--- config.mk ---
export PLATFORM = sky130hd
export DESIGN_NAME = blk_copy_engine
export DESIGN_NICKNAME = d
export VERILOG_FILES = /design/src/rtl/blkcp_pkg.sv /design/src/rtl/blkcp_irq_gate.sv /design/src/rtl/blkcp_regs.sv /design/src/rtl/blkcp_seq.sv /design/src/rtl/blk_copy_engine.sv
export SDC_FILE = /design/constraint.sdc
export NUM_CORES = 1
export LEC_CHECK = 0
export CAP_MARGIN = 20
export CORE_UTILIZATION = 31
export DETAILED_ROUTE_END_ITERATION = 8
export DONT_BUFFER_PORTS = 1
export PLACE_DENSITY = 0.44
export SYNTH_ARGS = -nofsm -noshare
export SYNTH_HDL_FRONTEND = slang
export SYNTH_SLANG_ARGS = --single-unit
--- constraint.sdc ---
create_clock -name clk -period 2.5 [get_ports clk]
set_input_delay 0.5 -clock clk [delete_from_list [all_inputs] [get_ports clk]]
set_output_delay 0.5 -clock clk [all_outputs]
set_load 0.01 [all_outputs]
--- src/rtl/blkcp_pkg.sv ---
package blkcp_pkg;

  typedef enum logic [2:0] {
    S_IDLE  = 3'd0,
    S_SETUP = 3'd1,
    S_PRB_S = 3'd2,
    S_PRB_D = 3'd3,
    S_RD    = 3'd4,
    S_WR    = 3'd5,
    S_FIN   = 3'd6
  } seq_state_t;

  localparam logic MODE_BYTE = 1'b0;
  localparam logic MODE_WORD = 1'b1;

endpackage

--- src/rtl/blkcp_irq_gate.sv ---
module blkcp_irq_gate (
  input  logic word_mode,
  input  logic nmi,
  input  logic irq,
  input  logic irq_mask,
  output logic take
);
  // Byte-count runs never yield; word-count runs yield on NMI or an unmasked request.
  assign take = word_mode & (nmi | (irq & ~irq_mask));
endmodule

--- src/rtl/blkcp_regs.sv ---
module blkcp_regs #(
  parameter int AW  = 32,
  parameter int CW  = 16,
  parameter int BCW = 8
) (
  input  logic          clk,
  input  logic          rst,
  input  logic          load,
  input  logic          step,
  input  logic          mode_in,
  input  logic [AW-1:0] src_in,
  input  logic [AW-1:0] dst_in,
  input  logic [CW-1:0] cnt_in,
  output logic          mode_q,
  output logic [AW-1:0] src_q,
  output logic [AW-1:0] dst_q,
  output logic [CW-1:0] cnt_q,
  output logic          empty,
  output logic          last
);
  localparam int HW = CW - BCW;

  logic [BCW-1:0] lo;
  assign lo = cnt_q[BCW-1:0];

  always_comb begin
    if (mode_q) begin
      empty = (cnt_q == '0);
      last  = (cnt_q == CW'(1));
    end else begin
      empty = (lo == '0);
      last  = (lo == BCW'(1));
    end
  end

  always_ff @(posedge clk) begin
    if (rst) begin
      mode_q <= 1'b0;
      src_q  <= '0;
      dst_q  <= '0;
      cnt_q  <= '0;
    end else if (load) begin
      mode_q <= mode_in;
      src_q  <= src_in;
      dst_q  <= dst_in;
      cnt_q  <= cnt_in;
    end else if (step) begin
      src_q <= src_q + AW'(1);
      dst_q <= dst_q + AW'(1);
      if (mode_q) cnt_q <= cnt_q - CW'(1);
      else        cnt_q[BCW-1:0] <= lo - BCW'(1);
    end
  end

  // a step advances both pointers by exactly one
  p_ptr_step_r4: assert property (@(posedge clk) disable iff (rst)
    (step && !load) |=> (src_q == $past(src_q) + AW'(1)) && (dst_q == $past(dst_q) + AW'(1)));

  generate
    if (HW > 0) begin : g_hi
      // in byte-count mode the upper count bits never move
      p_upper_hold_r6: assert property (@(posedge clk) disable iff (rst)
        (!load && !mode_q) |=> $stable(cnt_q[CW-1:BCW]));
    end
  endgenerate
endmodule

--- src/rtl/blkcp_seq.sv ---
module blkcp_seq
  import blkcp_pkg::*;
(
  input  logic clk,
  input  logic rst,
  input  logic start,
  input  logic take,
  input  logic empty,
  input  logic last,
  output logic load,
  output logic step,
  output logic busy,
  output logic done,
  output logic yield,
  output logic mem_req,
  output logic mem_we,
  output logic sel_dst
);
  seq_state_t st, nx;
  logic brk_q, brk_d;

  always_comb begin
    nx    = st;
    brk_d = brk_q;
    case (st)
      S_IDLE:  if (start) begin nx = S_SETUP; brk_d = 1'b0; end
      S_SETUP: nx = S_PRB_S;
      S_PRB_S: nx = S_PRB_D;
      S_PRB_D: begin
        if (empty)     nx = S_FIN;
        else if (take) begin nx = S_FIN; brk_d = 1'b1; end
        else           nx = S_RD;
      end
      S_RD:    nx = S_WR;
      S_WR: begin
        if (last)      nx = S_FIN;
        else if (take) begin nx = S_FIN; brk_d = 1'b1; end
        else           nx = S_RD;
      end
      S_FIN:   nx = S_IDLE;
      default: nx = S_IDLE;
    endcase
  end

  assign load    = (st == S_IDLE) && start;
  assign step    = (st == S_WR);
  assign busy    = (st != S_IDLE);
  assign mem_req = (st == S_PRB_S) || (st == S_PRB_D) || (st == S_RD) || (st == S_WR);
  assign mem_we  = (st == S_WR);
  assign sel_dst = (st == S_PRB_D) || (st == S_WR);

  always_ff @(posedge clk) begin
    if (rst) begin
      st    <= S_IDLE;
      brk_q <= 1'b0;
      done  <= 1'b0;
      yield <= 1'b0;
    end else begin
      st    <= nx;
      brk_q <= brk_d;
      done  <= (st == S_FIN) && !brk_q;
      yield <= (st == S_FIN) && brk_q;
    end
  end

  // every write is immediately preceded by a read
  p_wr_after_rd_r4: assert property (@(posedge clk) disable iff (rst)
    (st == S_WR) |-> ($past(st) == S_RD));
  // the destination probe follows the source probe
  p_probe_order_r2: assert property (@(posedge clk) disable iff (rst)
    (st == S_PRB_D) |-> ($past(st) == S_PRB_S));
  // no bus traffic outside a run
  p_req_in_run_r3: assert property (@(posedge clk) disable iff (rst)
    mem_req |-> busy);
  // completion pulse is single and exclusive
  p_done_pulse_r11: assert property (@(posedge clk) disable iff (rst)
    done |=> !done);
  p_done_excl_r11: assert property (@(posedge clk) disable iff (rst)
    done |-> (!busy && !yield));
endmodule

--- src/rtl/blk_copy_engine.sv ---
module blk_copy_engine #(
  parameter int AW  = 32,
  parameter int CW  = 16,
  parameter int BCW = 8,
  parameter int DW  = 8
) (
  input  logic          clk,
  input  logic          rst,
  input  logic          start_i,
  input  logic          mode_i,
  input  logic [AW-1:0] src_i,
  input  logic [AW-1:0] dst_i,
  input  logic [CW-1:0] cnt_i,
  input  logic          irq_i,
  input  logic          irq_mask_i,
  input  logic          nmi_i,
  output logic          mem_req_o,
  output logic          mem_we_o,
  output logic [AW-1:0] mem_addr_o,
  output logic [DW-1:0] mem_wdata_o,
  input  logic [DW-1:0] mem_rdata_i,
  output logic          busy_o,
  output logic          done_o,
  output logic          yield_o,
  output logic [AW-1:0] src_o,
  output logic [AW-1:0] dst_o,
  output logic [CW-1:0] cnt_o
);
  logic load, step, take, empty, last, sel_dst, mode_q;

  blkcp_irq_gate u_gate (
    .word_mode (mode_q),
    .nmi       (nmi_i),
    .irq       (irq_i),
    .irq_mask  (irq_mask_i),
    .take      (take)
  );

  blkcp_regs #(.AW(AW), .CW(CW), .BCW(BCW)) u_regs (
    .clk     (clk),
    .rst     (rst),
    .load    (load),
    .step    (step),
    .mode_in (mode_i),
    .src_in  (src_i),
    .dst_in  (dst_i),
    .cnt_in  (cnt_i),
    .mode_q  (mode_q),
    .src_q   (src_o),
    .dst_q   (dst_o),
    .cnt_q   (cnt_o),
    .empty   (empty),
    .last    (last)
  );

  blkcp_seq u_seq (
    .clk     (clk),
    .rst     (rst),
    .start   (start_i),
    .take    (take),
    .empty   (empty),
    .last    (last),
    .load    (load),
    .step    (step),
    .busy    (busy_o),
    .done    (done_o),
    .yield   (yield_o),
    .mem_req (mem_req_o),
    .mem_we  (mem_we_o),
    .sel_dst (sel_dst)
  );

  assign mem_addr_o  = sel_dst ? dst_o : src_o;
  assign mem_wdata_o = mem_rdata_i;

  // a byte-count run never ends by yielding
  p_byte_no_yield_r9: assert property (@(posedge clk) disable iff (rst)
    yield_o |-> mode_q);
  // a yield leaves work outstanding
  p_yield_left_r7: assert property (@(posedge clk) disable iff (rst)
    yield_o |-> !empty);
  // a yield traces back to NMI or an unmasked request two cycles earlier
  p_yield_cause_r8: assert property (@(posedge clk) disable iff (rst)
    yield_o |-> ($past(nmi_i, 2) || ($past(irq_i, 2) && !$past(irq_mask_i, 2))));
  // a completed run has nothing left to copy
  p_done_empty_r11: assert property (@(posedge clk) disable iff (rst)
    done_o |-> empty);
endmodule

Yosys cells after proc, flatten, opt, wreduce, memory -nomap -nowiden
Cells that the tools add are included.
Storage, ports and cells
  output and inout bits: 125
  flip-flop bits (word level): 87
  logic and storage cells: 66
Cells by class
  bitwise logic cells: 4
  mux-type cells: 21
  reductions and logical operators: 17
  $add $sub $neg: 4
  equal/unequal tests: 11
Operators with widths (count)
  $mux 32: 5
  $add 32x1->32 const B: 2
  $mux 16: 2
  $pmux 3 s6: 1
  $eq 16x1->1 const B: 1
  $logic_not 16->1: 1
  $mux 8: 2
  $sub 16x1->16 const B: 1
  $eq 3x3->1 const B: 3
  $mux 3: 3
  $eq 8x1->1 const B: 1
  $logic_not 8->1: 1
  $sub 8x1->8 const B: 1
  $eq 3x2->1 const B: 2
  $mux 1: 6
  $ne 2x2->1 const B: 3
  $reduce_bool 3->1: 2
  $logic_or 1x1->1: 4
  $reduce_and 4->1: 1
  $reduce_bool 2->1: 2
  $eq 3x1->1 const B: 1
  $logic_and 1x1->1: 3
  $logic_not 3->1: 1
  $pmux 1 s3: 1
  6 further kinds: 7

Longest topological paths before layout
Gate-level depths: netlist of the first run.
  depth after elaboration: 7
  mapped depth: 8
  mapped depth without buffers: 7

Hierarchy
A second synthesis of the first run with hierarchy kept.
Second synthesis, totals
  cell total of the unflattened synthesis: 691
  area, all modules: 5816.8 µm²
By module, submodules not included
  blkcp_regs: cells each 606, area each 4830.9 µm², sequential area each 1621.6 µm², times used 1
  blk_copy_engine: cells each 44, area each 604.3 µm², sequential area each 0.0 µm², times used 1
  blkcp_seq: cells each 39, area each 360.3 µm², sequential area each 120.1 µm², times used 1
  blkcp_irq_gate: cells each 2, area each 21.3 µm², sequential area each 0.0 µm², times used 1

Worst setup path before layout of the first run
Ideal clock, no wire load.
  path kind: reg2out
  from: register u_seq.st[1]
  to: output mem_addr_o[10]
  data arrival time: 1.583 ns
  buffers on the path: 1
  slack: 0.417 ns
  cell stages (with the launch flop): 6
  required time: 2.000 ns
  cells stage by stage: dfxtp_1 nor2b_1 or2_2 nand2_1 buf_2 mux2_2
Between the ends
  longest elaborated chain between the ends: 3
  elaborated cells on any way between the ends: 4
RTL lines
  from (decl): RTL line blkcp_seq.sv:19  | seq_state_t st, nx;
  from (signal assigned): RTL line blkcp_seq.sv:59  | st <= nx;
  $eq 3x2->1 / $eq 3x3->1 (equally long branches): RTL line blkcp_seq.sv:50  | assign sel_dst = (st == S_PRB_D) || (st == S_WR);
  $logic_or 1x1->1 (*): RTL line blkcp_seq.sv:50
  $mux 32 (*): RTL line blk_copy_engine.sv:73  | assign mem_addr_o = sel_dst ? dst_o : src_o;
  to (decl): RTL line blk_copy_engine.sv:19  | output logic [AW-1:0] mem_addr_o,
Mark *: on every way between the ends. The rest lies on a longest branch, timed or not.

Worst setup path in the final report of the first run
  from: register u_seq.st[1]
  to: output mem_addr_o[15]
Same word-level chain as after synthesis.

==> results by group, run 1 <==
Placed design
  • GP Congestion: about 0.85
  • Post-DP HPWL: about 14 mm
  • Cell Area, Placed: 5670 um2
  • # port buffers: 0
  • Dpl ws: 0.420 ns

Floorplan
  • Die area: 17600 um2
  • Core area: 16600 um2
  • Chip height: 133 um
  • # IOs: 220
  • Die W: ~130 um
  • # rows: 47
  • Starting Density: 0.318

STA
  • Period utilization: 0.959
  • Final Critical Period: roughly 2.4 ns
  • Final WS setup: slightly above 0.1 ns
  • Final Hold Viols: 0
  • Skew final: 0.00555 ns
  • Worst-Margin Slew: 0.563 ns
  • RSZ-0062 raised after global routing: false
  • Total Neg Setup Slack: 0 ns
  • Slew Limit Headroom: 0.622
  • Slew Viols, Final: 0
  • Max Freq: 0.417 GHz
  • Final setup fails: 0

Critical path
  • Delay-heaviest family, CP: simple AND/OR/NAND/NOR gates
  • CP Class: reg -> out
  • Worst Path Required: 2.00 ns
  • Max stage delay on crit path: 0.40 ns
  • Worst setup EP type: primary output
  • Slowest cell on crit path: mux2_2
  • CP arrival: 1.90 ns
  • CP startpoint kind: flip-flop
  • Reg2Reg Setup Slack: 0.44 ns
  • Critical path fanouts, max: 34
  • Buf/Inv on CP: 1
  • Critical path, cell by cell: nor2b_1 -> or2_2 -> nand2_1 -> buf_12 -> mux2_2

Cells and area
  • Layout area overhead: 12.1%
  • Share of layout cells above drive strength 1: 0.194
  • Final Cell Area: around 6000 um2
  • Nets@finish: 713
  • Antenna Cells: 0
  • Filler cell count: 1740
  • Final Util: 0.357

Logic synthesis
  • Synth warn: 0
  • Avg Inst Size Synth: 8.68 um2
  • Synth Cell Area: about 5300 um2
  • Mapped Cells: between 600 and 700
  • Synth async-reset ratio: 0
  • EDFF count, synth: 0
  • Number of synthesized register bits: 87
  • Synth cell types: 61
  • Post-synth top area share: 0.329
  • Post-synth top cells: nor2_1, dfxtp_1, a211oi_1
  • Area leader, netlist: dfxtp_1
  • Seq/Total Area, Yosys: 0.329
  • Most used DFF post-synth: dfxtp_1
  • Syn Nets: 710
  • Count leader, synth: nor2_1
  • Most area-consuming cells after synthesis: dfxtp_1, a211oi_1, nor2_1, mux2_2, xor2_1

Clock tree
  • Clk pin slew, worst setup/hold paths: 0.06 ns
  • Post-CTS setup repair buffer count: 0
  • Max H-tree Level: 3
  • Hold Buf Count CTS: 0
  • Post-cts sizing count: 0
  • Clock Sinks: 87
  • CTS Buffer Depth: 2
  • Worst skew pair latency: roughly 0.34 ns
  • Clk root buf: clkbuf_16
  • Inserted Clock Buffers: 9
  • CTS tree: done

Route
  • Final wirelength: 18.1 mm
  • Initial drt markers: 285
  • DRC: 0
  • Wire length per cell: 21.6 um
  • Via count: 4704
  • Drt pass-1 iters: 4
  • Vias per cell: 5.62
  • Antenna-violating nets left: 0

Power
  • PD cells: 633 nW/um2
  • Seq pwr share: 0.474
  • Clock share of power: 0.337
  • Logic pwr share: 0.188
  • Cell Int Power: 0.00252 W
  • Max VDD drop: 0.000323 V
  • Psw: 0.00124 W
  • Leakage: around 2.1 nW
  • Switching Share: 0.330

Global routing
  • All-Layer GR Usage: 0.206
  • Vias in the first global route: 4626
  • First-pass GRT wire length: 27.6 mm
  • Largest net degree at the start of global routing: 86
  • Number of antenna violations at the first check in global routing: 0
  • Total grt overflow: 0

Flow run
  • Max cap viols: 0

Min path
  • Worst hold path type: in -> reg

Outcome
  • Status: finished clean
[per-layer routing]
metal	global-route usage	routed length, um	up-vias
li1	-	-	2259
met1	0.237	7290	2242
met2	0.348	8760	180
met3	0.0705	1530	23
met4	0.0830	535	0
met5	0	0	-
[final cells by class]
type | count | area (um2) | area share
flip-flops and latches | 87 | 1740 | 0.293
repair buffers | 33 | 285 | 0.0481
well taps | 220 | 275 | 0.0464
inverters | 7 | 31.3 | 0.00527
multi-input cells | 475 | 3340 | 0.562
clock buffers | 12 | 246 | 0.0415
clock inverters | 3 | 20.0 | 0.00337
[power by group through the flow]
stage,registers (W),logic [W],clock network [W]
5_1_grt,0.00181,0.000779,0.00137
4_1_cts,0.00179,0.000717,0.00131
6_report,0.00178,0.000708,0.00127
2_1_floorplan,0.00178,0.000502,0
3_5_place_dp,0.00182,0.000713,0
3_3_place_gp,0.00181,0.000703,0
[cell families (layout without fill, tap and decap cells)]
logic type | Yosys count | count (layout) | share of synthesized area
compound gates | 110 | 110 | 0.154
xor+xnor | 55 | 55 | 0.0910
buf+inv | 48 | 55 | 0.0442
simple gates | 271 | 271 | 0.299
flops | 87 | 87 | 0.329
fa+ha+maj | 5 | 5 | 0.0118
mux | 34 | 34 | 0.0718
[placed cells by master (no fill, tap or decap), types with 7 or more instances in the layout]
cell        n
xnor2_1    25
a311oi_1   10
nor4_2      7
nor4_1      8
dfxtp_1    87
and3_1      8
a21oi_1    10
nand2_1    33
nand3_1    27
xor2_1     30
nand4_1    18
clkbuf_16   9
mux2_2     31
nor3_1     19
a211oi_2    7
o21ai_0    13
a211oi_1   47
nor2_1     93
and4_1      8
buf_4      30
or3_1      10
[worst register-to-register path, cell delays in order (launching register included)]
cell and delay [ns]:
dfxtp_1 0.58, nand2_4 0.16, inv_6 0.22, and4_1 0.32, nand3_1 0.19, or3_1 0.34
a31oi_1 0.17
[stage by stage]
step | hold WS, ns | instances | total power [W]
final | 0.224 | 837 | 0.00376
after global routing | 0.214 | 837 | 0.00396
after CTS | 0.207 | 837 | 0.00382
after detailed placement | 0.454 | 822 | 0.00253
after global placement | 0.456 | 822 | 0.00252
after floorplan | 0.413 | 610 | 0.00228
[path summary, 6_finish.rpt]
| kind | startpoint | endpoint | cells past startpoint |
|---|---|---|---|
| max | u_seq.st[1] | mem_addr_o[15] | 5 |
| min | rst | u_regs.dst_q[1] | 1 |
| min reg2reg | u_seq.brk_q | u_seq.done | 1 |
| max reg2reg | u_seq.st[0] | u_regs.src_q[23] | 6 |
[flip-flops by register name (all words and copies together), names as in the netlist]
signal	flops
u_regs.dst_q	32
u_regs.src_q	32
u_regs.cnt_q	16
u_seq.st	3
u_regs.mode_q	1
u_seq.brk_q	1
u_seq.done	1
u_seq.yield	1
(Power assumes the default switching activity.)
==> inputs of run 2 (changes only) <==
PLACE_DENSITY = 0.45   (was 0.44)
==> run 2 against run 1 <==
Against the previous run:
- via count rose by 0.23%
- core utilization rose by 0.66 points
- first-iteration DRC count fell by 9.8%
- clock power rose by 18%
- fmax fell by 0.59%
- combinational power rose by 3.8%
==> results by group, run 2 (synthesized netlist as in run 1, its figures left out) <==
STA
  • Total Neg Setup Slack: 0 ns
  • Final setup fails: 0
  • Worst-Margin Slew: 0.534 ns
  • RSZ-0062 raised after global routing: false
  • Slew Limit Headroom: 0.644
  • Max Freq: slightly above 0.4 GHz
  • Final Critical Period: 2.41 ns
  • Period utilization: 0.965
  • Final Hold Viols: 0
  • Skew final: 0.00503 ns
  • Slew Viols, Final: 0

Clock tree
  • CTS Buffer Depth: 2
  • Clock Sinks: 87
  • Hold Buf Count CTS: 0
  • Post-CTS setup repair buffer count: 0
  • Max H-tree Level: 3
  • Clk root buf: clkbuf_16
  • Worst skew pair latency: 0.35 ns
  • Clk pin slew, worst setup/hold paths: about 0.06 ns
  • CTS tree: done
  • Inserted Clock Buffers: 9

Global routing
  • All-Layer GR Usage: 0.206
  • Total grt overflow: 0
  • Number of antenna violations at the first check in global routing: 0
  • Vias in the first global route: ~4.7k
  • Largest net degree at the start of global routing: 86
  • First-pass GRT wire length: 27.8 mm

Power
  • Clock share of power: 0.374
  • Max VDD drop: 0.000332 V
  • Cell Int Power: 0.00273 W
  • Seq pwr share: 0.442
  • PD cells: between 600 and 700 nW/um2
  • Logic pwr share: 0.184
  • Switching Share: 0.318
  • Leakage: 2.17 nW
  • Psw: 0.00127 W

Critical path
  • Worst Path Required: about 2.0 ns
  • CP arrival: 1.91 ns
  • FF-to-FF path depth: 6
  • Worst setup EP type: primary output
  • Reg2Reg Setup Slack: 0.34 ns
  • CP startpoint kind: flip-flop
  • Reg2Reg Capture Point: u_regs.src_q[29]
  • Critical path fanouts, max: 17
  • CP Class: reg -> out
  • Max stage delay on crit path: 0.39 ns
  • Slowest cell on crit path: mux2_2
  • Critical path, cell by cell: nor2b_1 -> or2_2 -> nand2_4 -> buf_12 -> mux2_2
  • Worst r2r src: u_seq.st[0]

Placed design
  • # port buffers: 0
  • GP Congestion: 0.829
  • Cell Area, Placed: 5680 um2
  • Post-DP HPWL: 13.2 mm

Route
  • DRC: 0
  • Antenna-violating nets left: 0
  • Initial drt markers: 257
  • Drt pass-1 iters: 4
  • Via count: between 4k and 5k
  • Wire length per cell: 21.9 um
  • Vias per cell: 5.59
  • Final wirelength: 18.4 mm

Floorplan
  • # IOs: 220
  • Chip height: 133 um
  • Die area: 17600 um2
  • Core area: 16600 um2
  • Starting Density: 0.318
  • Die W: roughly 130 um
  • # rows: 47

Cells and area
  • Commonest non-fill, non-tap cells in the layout: nor2_1, dfxtp_1, a211oi_1
  • Nets@finish: 718
  • Layout area overhead: 14.2%
  • Antenna Cells: 0
  • Commonest non-fill, non-tap cell in the layout: nor2_1
  • Multi-input gate area in the final layout: 3340 um2
  • Share of layout cells above drive strength 1: 0.207
  • Final Cell Area: 6050 um2
  • Reg area: around 1700 um2
  • Filler cell count: ~1.7k
  • Biggest regs: u_regs.dst_q: 32 flops, u_regs.src_q: 32 flops, u_regs.cnt_q: 16 flops

Min path
  • WHS Endpoint: u_regs.dst_q[1]
  • Worst hold path type: in -> reg
  • Worst Min Path Start: rst
  • Hold Path Depth: 1

Outcome
  • Status: finished clean

Flow run
  • Max cap viols: 0
==> run 2: cell count changes in the layout (fill, tap and decap cells not counted), sizes merged <==
cell      delta
clkbuf       -1
clkinv       +3
clkinvlp     -2
bufinv       +2
buf          +4
==> run 2: repair_timing <==
| action | in CTS | in global routing |
|---|---|---|
| resized for setup | 0 | 2 |
| endpoints found under the hold margin | 0 | 0 |
| endpoints found under the setup margin | 0 | 31 |
==> run 2: worst max path at each step <==
| stage | startpoint | endpoint | slack (ns) | cells after the start |
|---|---|---|---|---|
| 6_report | u_seq.st[1] | mem_addr_o[15] | 0.09 | 5 |
| 3_5_place_dp | u_seq.st[0] | u_regs.src_q[29] | 0.44 | 6 |
| 2_1_floorplan | u_seq.st[1] | mem_addr_o[10] | 0.42 | 5 |
| 3_3_place_gp | u_seq.st[0] | u_regs.src_q[29] | 0.49 | 6 |
| 5_1_grt | u_seq.st[2] | mem_addr_o[15] | 0.03 | 5 |
| 4_1_cts | u_seq.st[2] | mem_addr_o[14] | 0.06 | 5 |
==> run 2: cell type report <==
cell class / count / share of cell area
clock buffers: 10 / 0.0395
clock inverters: 6 / 0.0139
inverters: 7 / 0.00517
multi-input cells: 475 / 0.553
flip-flops and latches: 87 / 0.288
well taps: 220 / 0.0455
repair buffers: 38 / 0.0548
==> run 2: routing by layer <==
metal,up-vias,track usage,routed length [um]
met5,-,0,0
met4,0,0.0837,512
met3,35,0.0621,1290
met2,183,0.349,8860
met1,2228,0.243,7770
li1,2269,-,-
==> run 2: power by group through the flow <==
stage / sequential, W / clock [W] / combinational (W)
after floorplan: 0.00178 / 0 / 0.000502
after global placement: 0.00180 / 0 / 0.000724
after detailed placement: 0.00180 / 0 / 0.000733
after CTS: 0.00177 / 0.00154 / 0.000737
after global routing: 0.00179 / 0.00160 / 0.000806
final: 0.00177 / 0.00150 / 0.000735
==> run 2: worst max-delay path: cells and delay by family, from the launching register on <==
family / cells / cell delay (ns)
multiplexers: 1 / 0.39
AND/OR/NAND/NOR: 3 / 0.63
flip-flops: 1 / 0.35
buffers and inverters: 1 / 0.18
==> run 2: stage by stage <==
step                      std cells  total power [W]  utilization  worst slack [ns]  hold slack (ns)
after floorplan                 610          0.00228            -             0.417            0.413
after global placement          825          0.00252        0.341             0.488            0.439
after detailed placement        825          0.00253        0.341             0.441            0.453
after CTS                       841          0.00405        0.361            0.0573            0.201
after global routing            843          0.00419        0.363            0.0263            0.197
final                           843          0.00400        0.363            0.0887            0.211
